### src/rtl/pmem_rd_pkg.sv
`timescale 1ns/1ps
package pmem_rd_pkg;

   typedef enum logic [1:0] {
      ST_IDLE   = 2'd0,
      ST_ACCESS = 2'd1,
      ST_FLOAT  = 2'd2
   } rd_state_e;

   // nanoseconds to whole clock cycles, rounded up, never below one
   function automatic int unsigned ns_to_cyc(input int unsigned ns,
                                             input int unsigned period);
      int unsigned c;
      c = (ns + period - 1) / period;
      if (c < 1) c = 1;
      return c;
   endfunction

   function automatic int unsigned umax(input int unsigned a,
                                        input int unsigned b);
      return (a > b) ? a : b;
   endfunction

endpackage

### src/rtl/pmem_rd_sched.sv
`timescale 1ns/1ps
module pmem_rd_sched
   import pmem_rd_pkg::*;
#(
   parameter int unsigned SAMPLE_CYC = 12,
   parameter int unsigned OE_CYC     = 6,
   parameter int unsigned FLOAT_CYC  = 4,
   parameter int unsigned CNT_W      = 4
) (
   input  logic clk,
   input  logic rst_n,
   input  logic start,
   output logic accept,
   output logic capture,
   output logic ce_n,
   output logic oe_n,
   output logic done,
   output logic busy
);

   localparam int unsigned OE_LEAD = SAMPLE_CYC - OE_CYC;

   if (OE_CYC > SAMPLE_CYC) begin : g_bad_oe
      $error("strobe delay exceeds sample point");
   end
   if ((1 << CNT_W) <= umax(SAMPLE_CYC, FLOAT_CYC)) begin : g_bad_cnt
      $error("counter too narrow");
   end

   rd_state_e        state;
   logic [CNT_W-1:0] cnt;
   logic             ready;
   logic             oe_at_launch;

   // strobe either goes low with chip select or waits for the lead
   if (OE_LEAD == 0) begin : g_oe_same_edge
      assign oe_at_launch = 1'b0;
   end else begin : g_oe_delayed
      assign oe_at_launch = 1'b1;
   end

   assign ready   = (state == ST_IDLE) || ((state == ST_FLOAT) && (cnt == '0));
   assign accept  = start && ready;
   assign capture = (state == ST_ACCESS) && (cnt == '0);
   assign busy    = !ready;

   always_ff @(posedge clk or negedge rst_n) begin
      if (!rst_n) begin
         state <= ST_IDLE;
         cnt   <= '0;
         ce_n  <= 1'b1;
         oe_n  <= 1'b1;
         done  <= 1'b0;
      end else begin
         done <= 1'b0;
         if (accept) begin
            state <= ST_ACCESS;
            cnt   <= CNT_W'(SAMPLE_CYC - 1);
            ce_n  <= 1'b0;
            oe_n  <= oe_at_launch;
         end else begin
            case (state)
               ST_ACCESS: begin
                  if (cnt == '0) begin
                     state <= ST_FLOAT;
                     cnt   <= CNT_W'(FLOAT_CYC - 1);
                     ce_n  <= 1'b1;
                     oe_n  <= 1'b1;
                     done  <= 1'b1;
                  end else begin
                     cnt <= cnt - 1'b1;
                     if (cnt == CNT_W'(OE_CYC)) oe_n <= 1'b0;
                  end
               end
               ST_FLOAT: begin
                  if (cnt == '0) state <= ST_IDLE;
                  else           cnt   <= cnt - 1'b1;
               end
               default: ;
            endcase
         end
      end
   end

   // window counters used only by the checks below
   logic [CNT_W-1:0] lo_cnt;
   logic [CNT_W-1:0] hi_cnt;

   always_ff @(posedge clk or negedge rst_n) begin
      if (!rst_n) begin
         lo_cnt <= '0;
         hi_cnt <= CNT_W'(FLOAT_CYC);
      end else begin
         if (!ce_n) lo_cnt <= lo_cnt + 1'b1;
         else       lo_cnt <= '0;
         if (ce_n) begin
            if (hi_cnt < CNT_W'(FLOAT_CYC)) hi_cnt <= hi_cnt + 1'b1;
         end else begin
            hi_cnt <= '0;
         end
      end
   end

   // strobe only inside chip select
   p_oe_inside_ce_r5: assert property (@(posedge clk) disable iff (!rst_n)
      !oe_n |-> !ce_n);

   // done coincides with release of both enables
   p_done_release_r4: assert property (@(posedge clk) disable iff (!rst_n)
      done |-> (ce_n && oe_n && $past(!ce_n)));

   // single-cycle done
   p_done_single_r10: assert property (@(posedge clk) disable iff (!rst_n)
      done |=> !done);

   // chip select low for exactly the sample window
   p_low_window_r4: assert property (@(posedge clk) disable iff (!rst_n)
      $rose(ce_n) |-> (lo_cnt == CNT_W'(SAMPLE_CYC)));

   // float gap respected before every new select
   p_float_gap_r7: assert property (@(posedge clk) disable iff (!rst_n)
      $fell(ce_n) |-> (hi_cnt >= CNT_W'(FLOAT_CYC)));

endmodule

### src/rtl/pmem_rd_datapath.sv
`timescale 1ns/1ps
module pmem_rd_datapath #(
   parameter int unsigned ADDR_W = 15,
   parameter int unsigned DATA_W = 8
) (
   input  logic              clk,
   input  logic              rst_n,
   input  logic              accept,
   input  logic              capture,
   input  logic [ADDR_W-1:0] req_addr,
   input  logic [DATA_W-1:0] mem_data,
   output logic [ADDR_W-1:0] mem_addr,
   output logic [DATA_W-1:0] rd_data
);

   always_ff @(posedge clk or negedge rst_n) begin
      if (!rst_n) begin
         mem_addr <= '0;
         rd_data  <= '0;
      end else begin
         if (accept)  mem_addr <= req_addr;
         if (capture) rd_data  <= mem_data;
      end
   end

   // captured byte held between captures
   p_data_hold_r10: assert property (@(posedge clk) disable iff (!rst_n)
      !capture |=> $stable(rd_data));

   // address register moves only on acceptance
   p_addr_load_r6: assert property (@(posedge clk) disable iff (!rst_n)
      !accept |=> $stable(mem_addr));

endmodule

### src/rtl/pmem_rd_ctrl.sv
`timescale 1ns/1ps
module pmem_rd_ctrl
   import pmem_rd_pkg::*;
#(
   parameter int unsigned ADDR_W        = 15,
   parameter int unsigned DATA_W        = 8,
   parameter int unsigned CLK_PERIOD_NS = 10,
   parameter int unsigned T_ACC_NS      = 120,
   parameter int unsigned T_OE_NS       = 60,
   parameter int unsigned T_FLOAT_NS    = 40
) (
   input  logic              clk,
   input  logic              rst_n,
   input  logic              rd_start,
   input  logic [ADDR_W-1:0] rd_addr,
   output logic [DATA_W-1:0] rd_data,
   output logic              rd_done,
   output logic              rd_busy,
   output logic [ADDR_W-1:0] mem_addr,
   output logic              mem_ce_n,
   output logic              mem_oe_n,
   input  logic [DATA_W-1:0] mem_data_in
);

   if (CLK_PERIOD_NS == 0) begin : g_bad_clk
      $error("clock period must be nonzero");
   end
   if (ADDR_W < 1 || DATA_W < 1) begin : g_bad_width
      $error("bus widths must be nonzero");
   end

   localparam int unsigned ACC_CYC    = ns_to_cyc(T_ACC_NS, CLK_PERIOD_NS);
   localparam int unsigned OE_CYC     = ns_to_cyc(T_OE_NS, CLK_PERIOD_NS);
   localparam int unsigned FLOAT_CYC  = ns_to_cyc(T_FLOAT_NS, CLK_PERIOD_NS);
   localparam int unsigned SAMPLE_CYC = umax(ACC_CYC, OE_CYC);
   localparam int unsigned CNT_W      = $clog2(umax(SAMPLE_CYC, FLOAT_CYC) + 1);

   logic accept;
   logic capture;

   pmem_rd_sched #(
      .SAMPLE_CYC (SAMPLE_CYC),
      .OE_CYC     (OE_CYC),
      .FLOAT_CYC  (FLOAT_CYC),
      .CNT_W      (CNT_W)
   ) u_sched (
      .clk     (clk),
      .rst_n   (rst_n),
      .start   (rd_start),
      .accept  (accept),
      .capture (capture),
      .ce_n    (mem_ce_n),
      .oe_n    (mem_oe_n),
      .done    (rd_done),
      .busy    (rd_busy)
   );

   pmem_rd_datapath #(
      .ADDR_W (ADDR_W),
      .DATA_W (DATA_W)
   ) u_dp (
      .clk      (clk),
      .rst_n    (rst_n),
      .accept   (accept),
      .capture  (capture),
      .req_addr (rd_addr),
      .mem_data (mem_data_in),
      .mem_addr (mem_addr),
      .rd_data  (rd_data)
   );

   // pins steady for the whole select window
   p_addr_steady_r6: assert property (@(posedge clk) disable iff (!rst_n)
      (!mem_ce_n && $past(!mem_ce_n)) |-> $stable(mem_addr));

   // request while busy does not reach the pins
   p_ignore_busy_r8: assert property (@(posedge clk) disable iff (!rst_n)
      (rd_start && rd_busy) |=> $stable(mem_addr));

   // accepted request selects the memory next cycle
   p_launch_r2: assert property (@(posedge clk) disable iff (!rst_n)
      (rd_start && !rd_busy) |=> (!mem_ce_n && rd_busy));

endmodule

### config.mk
export PLATFORM = sky130hd
export DESIGN_NAME = pmem_rd_ctrl
export DESIGN_NICKNAME = d
export VERILOG_FILES = /design/src/rtl/pmem_rd_pkg.sv /design/src/rtl/pmem_rd_sched.sv /design/src/rtl/pmem_rd_datapath.sv /design/src/rtl/pmem_rd_ctrl.sv
export SDC_FILE = /design/constraint.sdc
export NUM_CORES = 1
export LEC_CHECK = 0
export ABC_AREA = 1
export BUFFER_PORTS_ARGS = -buffer_cell sky130_fd_sc_hd__buf_2
export CORE_UTILIZATION = 44
export DETAILED_ROUTE_END_ITERATION = 10
export GPL_ROUTABILITY_DRIVEN = 0
export HOLD_SLACK_MARGIN = 0.02
export PLACE_DENSITY = 0.83
export SLEW_MARGIN = 20
export SYNTH_ARGS = -nofsm -noshare
export SYNTH_HDL_FRONTEND = slang
export SYNTH_HIERARCHICAL = 1
export SYNTH_SLANG_ARGS = --single-unit
export TNS_END_PERCENT = 100
### constraint.sdc
create_clock -name clk -period 1.5 [get_ports clk]
set_clock_uncertainty 0.1 [all_clocks]
set_input_delay 0.15 -clock clk [delete_from_list [all_inputs] [get_ports clk]]
set_output_delay 0.15 -clock clk [all_outputs]
set_load 0.03 [all_outputs]
## Word-level counts from Yosys, hierarchy flattened

Cells that the tools add are included.

| storage, ports and cells | value |
|---|---|
| input bits | 26 |
| output and inout bits | 27 |
| register bits | 32 |
| word-level logic and storage cells | 47 |

| operators by class | value |
|---|---|
| equality and inequality tests | 6 |
| reduce and logical (&&, ||, !) cells | 15 |
| muxes and demuxes | 18 |
| add/subtract/negate cells | 1 |

Operators by type and width:

| cell | count |
|---|---|
| two-way mux 4 bit | 3 |
| two-way mux 1 bit | 10 |
| inequality test 3 bit (second input constant) | 3 |
| case mux 4 bit (2 select lines) | 1 |
| two-way mux 2 bit | 3 |
| AND reduction 2 bit | 3 |
| nonzero test 3 bit | 2 |
| == test 4 x 3 -> 1 bit (second input constant) | 1 |
| zero test 4 bit | 1 |
| case mux 2 bit (2 select lines) | 1 |
| nonzero test 2 bit | 2 |
| subtractor 4 x 1 -> 4 bit (second input constant) | 1 |
| logical AND 1 bit | 3 |
| AND reduction 3 bit | 1 |
| == test 2 x 1 -> 1 bit (second input constant) | 1 |
| == test 2 bit (second input constant) | 1 |
| zero test 2 bit | 1 |
| zero test 1 bit | 1 |
| logical OR 1 bit | 1 |

## Logic depth before layout (Yosys ltp)

Gate-level depths: netlist of run 1.

| depth | value |
|---|---|
| depth after elaboration | 6 |
| gate-level depth with buffers | 11 |
| gate-level depth less buffers | 9 |

## By module

Netlist of run 1, hierarchy kept.

By module, submodules not included:

| module | seq. area each (um^2) | times used | area an instance (um^2) | cells each |
|---|---|---|---|---|
| pmem_rd_datapath | 575.6 | 1 | 907.1 | 98 |
| pmem_rd_sched | 227.7 | 1 | 561.8 | 76 |

## Worst setup path after synthesis of run 1

Ideal clock, no wire load.

| path | value |
|---|---|
| kind | register -> register |
| from | register u_sched.cnt[0] |
| to | register u_dp.mem_addr[5] |
| stages on the path, launching flop included | 12 |
| arrival time | 1.389 ns |
| path buffers | 2 |
| required time | 1.282 ns |
| setup slack | -0.107 ns |
| cell sequence | dfrtp_1 inv_1 ha_1 nand2_2 nand2_2 nand3_4 inv_1 buf_6 inv_6 buf_12 nand2_1 nand2_1 |

| on the way | value |
|---|---|
| word-level cells in the longest chain between the ends | 4 |

Ends and longest elaborated chain:

| what | line | text |
|---|---|---|
| from (decl) | pmem_rd_sched.sv:31 | `logic [CNT_W-1:0] cnt;` |
| from (signal assigned) | pmem_rd_sched.sv:58 | `cnt <= CNT_W'(SAMPLE_CYC - 1);` |
| from (signal assigned) | pmem_rd_sched.sv:66 | `cnt <= CNT_W'(FLOAT_CYC - 1);` |
| from (signal assigned) | pmem_rd_sched.sv:71 | `cnt <= cnt - 1'b1;` |
| zero test 4 bit | pmem_rd_sched.sv:42 | `assign ready = (state == ST_IDLE) \|\| ((state == ST_FLOAT) && (cnt == '0));` |
| logical AND 1 bit | pmem_rd_sched.sv:42 |  |
| logical OR 1 bit | pmem_rd_sched.sv:42 |  |
| logical AND 1 bit | pmem_rd_sched.sv:43 | `assign accept = start && ready;` |
| named net accept | pmem_rd_ctrl.sv:38 | `logic accept;` |
| to (signal assigned) | pmem_rd_datapath.sv:21 | `if (accept) mem_addr <= req_addr;` |
| to (decl) | pmem_rd_datapath.sv:12 | `output logic [ADDR_W-1:0] mem_addr,` |

The timed path passes the listed nets, and every way through them passes these cells.
A chain may end at the register's enable or synchronous reset.

## Worst setup path after layout of run 1

| path | value |
|---|---|
| from | register u_sched.cnt[0] |
| to | output rd_busy |

| on the way | value |
|---|---|
| word-level cells in the longest chain between the ends | 4 |

Ends and longest elaborated chain:

| what | line | text |
|---|---|---|
| zero test 4 bit | pmem_rd_sched.sv:42 |  |
| logical AND 1 bit | pmem_rd_sched.sv:42 |  |
| logical OR 1 bit | pmem_rd_sched.sv:42 |  |
| zero test 1 bit | pmem_rd_sched.sv:45 | `assign busy = !ready;` |
| to (decl) | pmem_rd_ctrl.sv:18 | `output logic rd_busy,` |

No other way between the ends.

==> metrics.md, run 1 <==
| Metric | Value |
|---|---|
| Syn_nets | roughly 200 |
| Crit path DAT | ~1.3 ns |
| Rows | 20 |
| Worst-Skew Late Latency | ~0.33 ns |
| Utilization after layout | 70.9% |
| Min Tclk post-route | about 1.5 ns |
| Initial Util | between 40% and 50% |
| Final Setup Violations | 1 |
| Post-DP HPWL | approximately 2100 µm |
| Fin nets | ~300 |
| Worst slew pin tran | 0.395 ns |
| Failing checks | setup timing |
| All-layer global routing usage | 20.9% |
| CP bufs+invs | 2 |
| GR met3 Demand/Resource | under 10% |
| Most common cell after layout, fill and taps aside | nand2_1 |
| Met2 usage | roughly 38% |
| Hold path cells | 3 |
| Register area share after synthesis | a little over half |
| CP startpoint kind | flip-flop |
| Chip height | approximately 60 µm |
| Clock Sink Count | 32 |
| Grt peak-use layer | met2 |
| Final number of hold-violating endpoints | 0 |
| Root Buffer | clkbuf_4 |
| Commonest non-fill, non-tap cells in the layout | 94 x nand2_1, 51 x buf_2, 30 x dfrtp_1 |
| DRT Pass-1 Iters | 4 |
| Number of distinct library cells after synthesis | 22 |
| Total grt overflow | 0 |
| Vias per cell | 4.52 |
| Worst hold-check path type | primary input to flip-flop |
| Predominant post-synthesis flop cell | dfrtp_1 |
| Sum Neg Setup Slack | -0.0214 ns |
| Tot Pwr | around 0.0048 W |
| Via count | between 1000 and 1500 |
| Initial DRC count | just over 40 |
| Worst IR drop on VDD | between 1 and 1.5 mV |
| Post-Syn Area per Cell | approximately 8.4 µm² |
| Largest net degree at the start of global routing | 33 |
| Period utilization | 101% |
| First-pass GRT wire length | ~5300 µm |
| CTS H-tree lvls | 2 |
| Num CTS Buffers | 5 |
| Final WL | between 3000 and 4000 µm |
| Warnings, synthesis | 6 |
| Top delay family on crit path | flip-flops |
| Static leakage | ~1.3 nW |
| Asr flop ratio synth | 100% |
| Top cell by count, worst path | nand2_4 |
| Met1 usage | a little under a quarter |
| Ports | 53 |
| Residual DRC | 0 |
| Die area | around 3600 µm² |
| Mapped Area | between 1000 and 1500 µm² |
| Vias in the first global route | between 1000 and 1500 |
| ANT nets after route | 0 |
| CP endpoint kind | output pin |
| Worst hold slack | 0.0651 ns |
| Clock buffer depth | 2 |
| Critical path class | flip-flop to output pin |
| Core ar. | 3100 µm² |
| Slack of the critical path | -0.0214 ns |
| CP Cell Sequence | inv_2, ha_4, nand2_4, nand2_4, nand2_2, buf_6 |
| EDFF count, synth | 0 |
| Status | finished, violations left |
| RSZ-0062 raised after global routing | yes |
| Port Buf Inserts | 52 |
| Register-to-Register Path Depth | 9 |
| CP peak stage delay | 0.40 ns |
| PwrDens | ~2200 nW/µm² |
| Req. time, crit path | approximately 1.3 ns |
| CTS tree | built |
| Relative slew slack | between 70% and 80% |
| Die Width | 59.8 µm |
| Per-cell routed wire length | approximately 11 µm |
| Initial antenna violation count | 0 |
| Max Fclk | approximately 660 MHz |
| Yosys reg bits | 32 |
| Syn Inst Count | approximately 170 |
| Critical path depth | 6 |
| Pins Over Slew Limit | 0 |
| Diode count | 0 |
| Area growth from synthesis to layout | 49.8% |
| CP Max Fanout | 4 |
| CP max stage cell | dfrtp_1 |
| Layout cell share with drive strength beyond 1 | about 37% |
| Worst-path clk slew | 0.09 ns |
| MaxCap Viol Count | 0 |
[path summary, 6_finish.rpt]
kind | from | end | slack [ns]
worst max register to register | u_sched/cnt[0] | u_dp/mem_addr[1] | 0.10
worst min-delay path | rd_start | u_sched/state[0] | 0.07
min in group asynchronous | rst_n | u_sched/done | 0.28
worst min register to register | u_sched/ce_n | u_sched/ce_n | 0.36
worst max-delay path | u_sched/cnt[0] | rd_busy | -0.02
max in group asynchronous | rst_n | u_sched/ce_n | 0.71
[cells in the mapped netlist (2+ instances only)]
master | n | area share [%]
nand3_1 | 2 | 0.68
dfstp_2 | 2 | 3.6
inv_1 | 12 | 3.1
o21ai_1 | 2 | 0.68
dfrtp_1 | 30 | 51
o21ai_0 | 3 | 1.0
inv_2 | 3 | 0.77
buf_6 | 2 | 1.5
nor2_2 | 2 | 0.85
ha_1 | 3 | 2.6
nand2_2 | 8 | 3.4
nand2_1 | 95 | 24
[metal layers]
layer  vias up  wire, µm  part of all wire, %
met4         0        45                  1.3
met2        45      1750                   52
li1        710         -                    -
met5         -         0                    0
met3         6       166                  4.9
met1       648      1410                   42
[worst reg2reg max path: cells and delay by family, from the launching register on]
kind | cells | cell delay, ns
simple gates | 5 | 0.37
fa+ha+maj | 1 | 0.14
buf+inv | 3 | 0.33
flops | 1 | 0.40
[flip-flops by register name (all words and copies together) (netlist names)]
signal,count
u_dp/mem_addr,15
u_dp/rd_data,8
u_sched/cnt,4
u_sched/state,2
u_sched/ce_n,1
u_sched/done,1
u_sched/oe_n,1
[final cells by class]
class / instances / area (µm²)
fill: 265 / 902
sequential: 32 / 803
timing repair buffer: 91 / 632
multi-input combinational: 122 / 578
inverter: 16 / 67.6
clock buffer: 7 / 65.1
tap: 44 / 55.1
[what timing repair did]
action / in CTS / in global routing
gates resized for setup: 3 / 2
endpoints found under the setup margin: 8 / 24
hold endpoints to repair: 53 / 0
buffers inserted: 3 / 3
hold buffers: 24 / 0
pin swaps: 2 / 1
[through the flow]
stage,setup WS [ns],instance area (µm²),std cells
floorplan,-0.0179,1490,174
global placement,0.0632,1830,275
detailed placement,0.0246,1830,275
CTS,-0.0409,2160,309
global route,-0.100,2200,312
finish,-0.0214,2200,312
[logic make-up after synthesis]
| family | after synthesis | share of synthesized area [%] |
|---|---|---|
| flip-flops | 32 | 54.7 |
| AO/OA/AOI/OAI | 6 | 2.30 |
| AND/OR/NAND/NOR | 112 | 32.2 |
| adder cells (fa/ha/maj) | 3 | 2.56 |
| buffers and inverters | 20 | 7.67 |
| XOR/XNOR | 1 | 0.596 |
[power by group]
part	leakage [nW]	switching [W]	internal, W	total, W
Combinational	0.838	0.00172	0.000974	0.00269
Sequential	0.390	0.000247	0.00130	0.00155
Clock	0.0374	0.000273	0.000265	0.000539
Total	1.27	0.00224	0.00254	0.00478
No activity file was read; power rests on OpenSTA's default activity.
==> run 2: changes to the inputs <==
--- a/config.mk
+++ b/config.mk
@@ -7,12 +7,11 @@
 export LEC_CHECK = 0
 export ABC_AREA = 1
 export BUFFER_PORTS_ARGS = -buffer_cell sky130_fd_sc_hd__buf_2
-export CORE_UTILIZATION = 44
+export CORE_UTILIZATION = 52
 export DETAILED_ROUTE_END_ITERATION = 10
 export GPL_ROUTABILITY_DRIVEN = 0
 export HOLD_SLACK_MARGIN = 0.02
-export PLACE_DENSITY = 0.83
-export SLEW_MARGIN = 20
+export PLACE_DENSITY = 0.91
 export SYNTH_ARGS = -nofsm -noshare
 export SYNTH_HDL_FRONTEND = slang
 export SYNTH_HIERARCHICAL = 1
==> constraint.sdc (replaced) <==
create_clock -name clk -period 2 [get_ports clk]
set_clock_uncertainty 0.1 [all_clocks]
set_input_delay 0.1 -clock clk [delete_from_list [all_inputs] [get_ports clk]]
set_output_delay 0.1 -clock clk [all_outputs]
set_load 0.03 [all_outputs]
==> run 2 against run 1 <==
  * The flow now finishes without violations
  * First-iteration DRC count fell by 4.9%
  * Utilization rose by 7.6 points
  * Combinational power fell by 33%
  * Final cell count fell by 9.0%
  * Clock power fell by 39%
  * Global-route usage rose by 5.5 points
  * Worst hold slack got worse by 0.013 ns
  * Critical path type is now flip-flop to flip-flop
  * Critical path depth rose by 3
  * Largest cell class unchanged
  * Critical endpoint is now u_dp/mem_addr[14]
  * Setup slack improved by 0.21 ns
  * Register-to-register slack improved by 0.09 ns
==> metrics.md, run 2 (synthesized netlist as in run 1, its figures left out) <==
| Metric | Value |
|---|---|
| Status | finished clean |
| Commonest non-fill, non-tap cells in the layout | 95 x nand2_1, 52 x buf_2, 30 x dfrtp_1 |
| CP startpoint kind | flip-flop |
| Vias per cell | 4.93 (+9.2%) |
| Per-cell routed wire length | 12.2 µm (+12%) |
| Crit path DAT | 1.92 ns (+0.65 ns) |
| Die Width | 55.2 µm (-7.7%) |
| Rows | 18 (-10%) |
| Req. time, crit path | 2.11 ns (+0.86 ns) |
| Final Setup Violations | 0 (-1) |
| Area growth from synthesis to layout | 37.3% |
| DRT Pass-1 Iters | 4 (unchanged) |
| Initial DRC count | 39 (-4.9%) |
| Worst-Skew Late Latency | 0.33 ns (about the same) |
| CP Max Fanout | 9 (+5) |
| Sum Neg Setup Slack | 0 ns (+0.0214 ns) |
| RSZ-0062 raised after global routing | no |
| Critical path class | flip-flop to flip-flop |
| Post-DP HPWL | 2100 µm (-0.34%) |
| Min Tclk post-route | approximately 1.8 ns |
| First-pass GRT wire length | 5460 µm (+2.1%) |
| CP Cell Sequence | inv_1, ha_1, nand2_2, nand2_2, nand3_4, clkinvlp_4, buf_4, nand2_1, nand2_1 |
| CTS tree | built |
| Vias in the first global route | 1340 (+3.1%) |
| CP peak stage delay | 0.41 ns (about the same) |
| Relative slew slack | 55.8% (-18 points) |
| Diode count | 0 (unchanged) |
| Static leakage | 1.17 nW (-7.6%) |
| Ports | 53 (unchanged) |
| Chip height | 55.2 µm (-7.7%) |
| Worst hold-check path type | primary input to flip-flop |
| Initial Util | 57.2% (+9.9 points) |
| Num CTS Buffers | 5 (unchanged) |
| Final number of hold-violating endpoints | 0 (unchanged) |
| Worst IR drop on VDD | 1.23 mV (+16%) |
| PwrDens | 1630 nW/µm² (-25%) |
| Max reg flops | 15 (unchanged) |
| Final WL | 3460 µm (+2.3%) |
| Root Buffer | clkbuf_4 |
| Worst R2R Setup Slack | 0.19 ns (+0.09 ns) |
| Max Fclk | around 550 MHz |
| Period utilization | around 90% |
| Fill cell count | 174 (-34%) |
| Core ar. | 2570 µm² (-17%) |
| All-layer global routing usage | 26.4% (+5.5 points) |
| Total grt overflow | 0 (unchanged) |
| MaxCap Viol Count | 0 (unchanged) |
| Clock Sink Count | 32 (unchanged) |
| Largest net degree at the start of global routing | 33 (unchanged) |
| Biggest regs | u_dp/mem_addr (15), u_dp/rd_data (8), u_sched/cnt (4) |
| Residual DRC | 0 (unchanged) |
| Via count | 1400 (-0.64%) |
| Die area | 3040 µm² (-15%) |
| Clock buffer depth | 2 (unchanged) |
| Worst-path clk slew | 0.10 ns (about the same) |
| Utilization after layout | 78.6% (+7.6 points) |
| Worst slew pin tran | 0.663 ns (+0.268 ns) |
| Most common cell after layout, fill and taps aside | nand2_1 |
| CP endpoint kind | flip-flop |
| CTS H-tree lvls | 2 (unchanged) |
| Initial antenna violation count | 0 (unchanged) |
| Layout cell share with drive strength beyond 1 | 31.1% (-5.8 points) |
| ANT nets after route | 0 (unchanged) |
| Fin nets | 283 (-4.7%) |
| Top reg by flops | u_dp/mem_addr |
| Port Buf Inserts | 52 (unchanged) |
| CP max stage cell | dfrtp_1 |
| Pins Over Slew Limit | 0 (unchanged) |
-- run 2: cell count changes in the layout (fill, tap and decap cells not counted), sizes merged --
cell / change
buf: -14
clkbuf: -1
clkinv: +1
clkinvlp: +1
inv: -1
-- run 2: timing repair --
| item | CTS | global route |
|---|---|---|
| hold endpoints to repair | 53 | 0 |
| hold buffers | 24 | 0 |
| gates resized for setup | 0 | 1 |
| setup endpoints to repair | 0 | 9 |
| setup buffers | 0 | 0 |
-- run 2: metrics by stage --
stage	setup WS [ns]	hold WS (ns)	cells	power (W)	cell area [µm²]
6_report	0.189	0.0516	284	0.00329	2020
3_3_place_gp	0.260	0.0705	253	0.00284	1730
3_5_place_dp	0.196	0.0767	253	0.00290	1730
2_1_floorplan	0.393	-0.296	174	0.00247	1470
5_1_grt	0.0483	0.0518	284	0.00358	2020
4_1_cts	0.167	0.0201	284	0.00327	2010
-- run 2: worst paths after layout --
| path | start | endpoint | cells after the start |
|---|---|---|---|
| hold / removal | rd_start | u_sched/state[0] | 3 |
| hold reg to reg | u_sched/cnt[0] | u_sched/cnt[0] | 1 |
| setup reg to reg | u_sched/cnt[1] | u_dp/mem_addr[14] | 9 |
| max in group asynchronous | rst_n | u_sched/cnt[3] | 2 |
| setup / recovery | u_sched/cnt[1] | u_dp/mem_addr[14] | 9 |
| min in group asynchronous | rst_n | u_dp/rd_data[2] | 2 |
-- run 2: final cells by class --
cell class,count,area [µm²],share of cell area [%]
Sequential cell,32,803,39.8
Multi-Input combinational cell,122,553,27.4
Timing Repair Buffer,77,508,25.2
Inverter,16,68.8,3.41
Clock buffer,6,41.3,2.05
Tap cell,30,37.5,1.86
Clock inverter,1,5.00,0.248
-- run 2: worst max-delay path: cells and delay by family, from the launching register on --
family                   cells  cell delay [ns]
buffers and inverters        3             0.53
adder cells (fa/ha/maj)      1             0.19
flip-flops                   1             0.41
AND/OR/NAND/NOR              5             0.48
-- run 2: report_power, final --
group | leakage, nW | internal, W | switching [W]
Combinational | 0.751 | 0.000547 | 0.00124
Clock | 0.0281 | 0.000129 | 0.000201
Sequential | 0.390 | 0.000973 | 0.000200
-- run 2: metal layers --
layer / share of wire, % / up-vias / track usage [%]
li1: - / 684 / -
met4: 3.1 / 0 / 15.0
met1: 42 / 636 / 33.0
met5: 0 / - / 0
met2: 49 / 65 / 41.0
met3: 6.0 / 15 / 7.38
==> run 3: changes to the inputs <==
==> constraint.sdc (replaced) <==
create_clock -name clk -period 2 [get_ports clk]
set_clock_uncertainty 0.1 [all_clocks]
set_input_delay 0.4 -clock clk [delete_from_list [all_inputs] [get_ports clk]]
set_output_delay 0.4 -clock clk [all_outputs]
set_load 0.03 [all_outputs]
==> run 3 against run 2 <==
  * The flow now finishes with violations (hold timing)
  * Clock power down 2%
  * Sequential cell count stayed put
  * Sequential share of layout area is 4.5 points higher
  * Cell area shrank 10%
  * Combinational power barely moved
  * Worst hold slack worse by 0.054 ns
  * Sequential power is essentially flat
  * Critical path depth down 3
  * Fmax down 6.5%
  * Setup slack got worse by 0.13 ns
  * Via count shrank 11%
  * Final cell count decreased by 7.0%
  * Largest power group unchanged
==> metrics.md, run 3 (synthesized netlist as in run 1, its figures left out) <==
| Metric | Value |
|---|---|
| Worst hold slack | -0.00255 ns (-0.0542 ns) |
| CTS tree | built |
| Initial antenna violation count | 0 (unchanged) |
| Worst-Skew Late Latency | 0.32 ns (about the same) |
| Rows | 18 (unchanged) |
| ANT nets after route | 0 (unchanged) |
| Area growth from synthesis to layout | 23.3% |
| Largest net degree at the start of global routing | 33 (unchanged) |
| Post-place instance area | 1730 µm² (unchanged) |
| Grt peak-use layer | met2 |
| Fill cell count | 216 (+24%) |
| Vias per cell | 4.75 (-3.7%) |
| Max Fclk | 516 MHz (-6.5%) |
| Top reg by flops | u_dp/mem_addr |
| Sequential share of power | 35.6% (about the same) |
| Met2 usage | 32.7% (-8.2 points) |
| CP endpoint kind | output pin |
| Worst IR drop on VDD | 1.15 mV (-5.7%) |
| First-pass GRT wire length | 4410 µm (-19%) |
| Post-DP HPWL | 2100 µm (unchanged) |
| MaxCap Viol Count | 0 (unchanged) |
| Share of total power in combinational logic | 54.5% (+0.2 points) |
| Port Buf Inserts | 52 (unchanged) |
| Total grt overflow | 0 (unchanged) |
| Final instance area | 1810 µm² (-10%) |
| Final number of hold-violating endpoints | 2 (+2) |
| Die Width | 55.2 µm (unchanged) |
| Core ar. | 2570 µm² (unchanged) |
| Vias in the first global route | 1086 (-19%) |
| Clock Sink Count | 32 (unchanged) |
| Per-cell routed wire length | 10.7 µm (-12%) |
| Min Tclk post-route | 1.94 ns (+0.125 ns) |
| Fin nets | 263 (-7.1%) |
| Commonest non-fill, non-tap cells in the layout | 95 x nand2_1, 51 x buf_2, 30 x dfrtp_1 |
| Crit path DAT | 1.44 ns (-0.48 ns) |
| Num CTS Buffers | 5 (unchanged) |
| Layout cell share with drive strength beyond 1 | 35.5% (+4.4 points) |
| Pins Over Slew Limit | 0 (unchanged) |
| Static leakage | 1.10 nW (-6.1%) |
| Initial Util | 57.2% (unchanged) |
| All-layer global routing usage | 21.3% (-5.1 points) |
| Die area | 3040 µm² (unchanged) |
| Most common cell after layout, fill and taps aside | nand2_1 |
| Clock buffer depth | 2 (unchanged) |
| Switching share of power | 49.3% (-0.58 points) |
| Residual DRC | 0 (unchanged) |
| Period utilization | 96.8% (+6.3 points) |
| Via count | 1253 (-11%) |
| Initial DRC count | 24 (-38%) |
| Worst slew pin tran | 0.663 ns (-0.000135 ns) |
| CTS H-tree lvls | 2 (unchanged) |
| Worst hold-check path type | primary input to asynchronous set/reset pin |
| Final Non-Filler Cells | 264 (-7.0%) |
| Final Setup Violations | 0 (unchanged) |
| Critical path class | flip-flop to output pin |
| CP startpoint kind | flip-flop |
| Worst-path clk slew | 0.09 ns (about the same) |
| DRT Pass-1 Iters | 5 (+1) |
| PwrDens | 1820 nW/µm² (+12%) |
| Status | finished, violations left |
| Internal power | 0.00167 W (+1.3%) |
| Req. time, crit path | 1.50 ns (-0.61 ns) |
| Psw | 0.00163 W (-1.0%) |
| Met1 usage | 27.0% (-6.0 points) |
| Max reg flops | 15 (unchanged) |
| Utilization after layout | 70.5% (-8.0 points) |
| Relative slew slack | 55.8% (about the same) |
| Ports | 53 (unchanged) |
| Root Buffer | clkbuf_4 |
| Final WL | 2830 µm (-18%) |
| Clk pwr share | 9.8% (-0.2 points) |
| GR met3 Demand/Resource | 7.10% (-0.27 points) |
| Diode count | 0 (unchanged) |
| CP Max Fanout | 5 (-4) |
| Post-placement cell count | 253 (unchanged) |
| Hold_buf cts | 0 (-100%) |
| Biggest regs | u_dp/mem_addr (15), u_dp/rd_data (8), u_sched/cnt (4) |
| Chip height | 55.2 µm (unchanged) |
| Failing checks | hold timing |
## run 3: repair_timing
action	in CTS	in global routing
setup buffers	0	4
setup endpoints to repair	0	3
gates resized for setup	0	4
## run 3: per-stage QoR
| stage | setup TNS (ns) | hold WS, ns | worst slack [ns] | total power [W] |
|---|---|---|---|---|
| final | 0 | -0.00255 | 0.0638 | 0.00330 |
| after global routing | -0.0199 | 0.0412 | -0.0199 | 0.00359 |
| after CTS | 0 | 0.0230 | 0.00360 | 0.00324 |
| after detailed placement | 0 | 0.344 | 0.196 | 0.00290 |
| after global placement | 0 | 0.341 | 0.260 | 0.00284 |
| after floorplan | 0 | 0.00441 | 0.393 | 0.00247 |
## run 3: power groups by stage
stage          registers (W)  logic [W]  clock network (W)
6_report             0.00117    0.00180           0.000324
2_1_floorplan        0.00167   0.000805                  0
4_1_cts              0.00117    0.00173           0.000336
5_1_grt              0.00123    0.00200           0.000368
3_5_place_dp         0.00117    0.00173                  0
3_3_place_gp         0.00117    0.00167                  0
## run 3: area by class of cell
type                            count  area (µm²)  area share [%]
Sequential cell                    32         803            44.4
Multi-Input combinational cell    122         558            30.8
Clock buffer                        6        41.3            2.28
Clock inverter                      1        5.00           0.276
Tap cell                           30        37.5            2.07
Timing Repair Buffer               57         300            16.6
Inverter                           16        65.1            3.59
## run 3: critical path, cell delays in order (launching register included)
cell and delay [ns]:
dfrtp_1 0.40, inv_1 0.07, ha_1 0.20, nand2_2 0.13, nand2_4 0.08, nand2_1 0.07, buf_4 0.15
## run 3: worst paths after layout
check,from,to,slack (ns),cells past startpoint
setup reg to reg,u_sched/cnt[1],u_dp/mem_addr[14],0.22,9
setup / recovery,u_sched/cnt[1],rd_busy,0.06,6
hold / removal,rst_n,u_dp/rd_data[2],-0.003,1
hold reg to reg,u_dp/mem_addr[1],u_dp/mem_addr[1],0.37,2
min in group clk,mem_data_in[6],u_dp/rd_data[6],0.17,3
max in group asynchronous,rst_n,u_sched/cnt[3],1.36,1
## run 3: routing by layer
layer / vias to the layer above / wire (µm)
met2: 45 / 1340
met5: - / 0
li1: 645 / -
met4: 0 / 36
met1: 558 / 1260
met3: 5 / 189
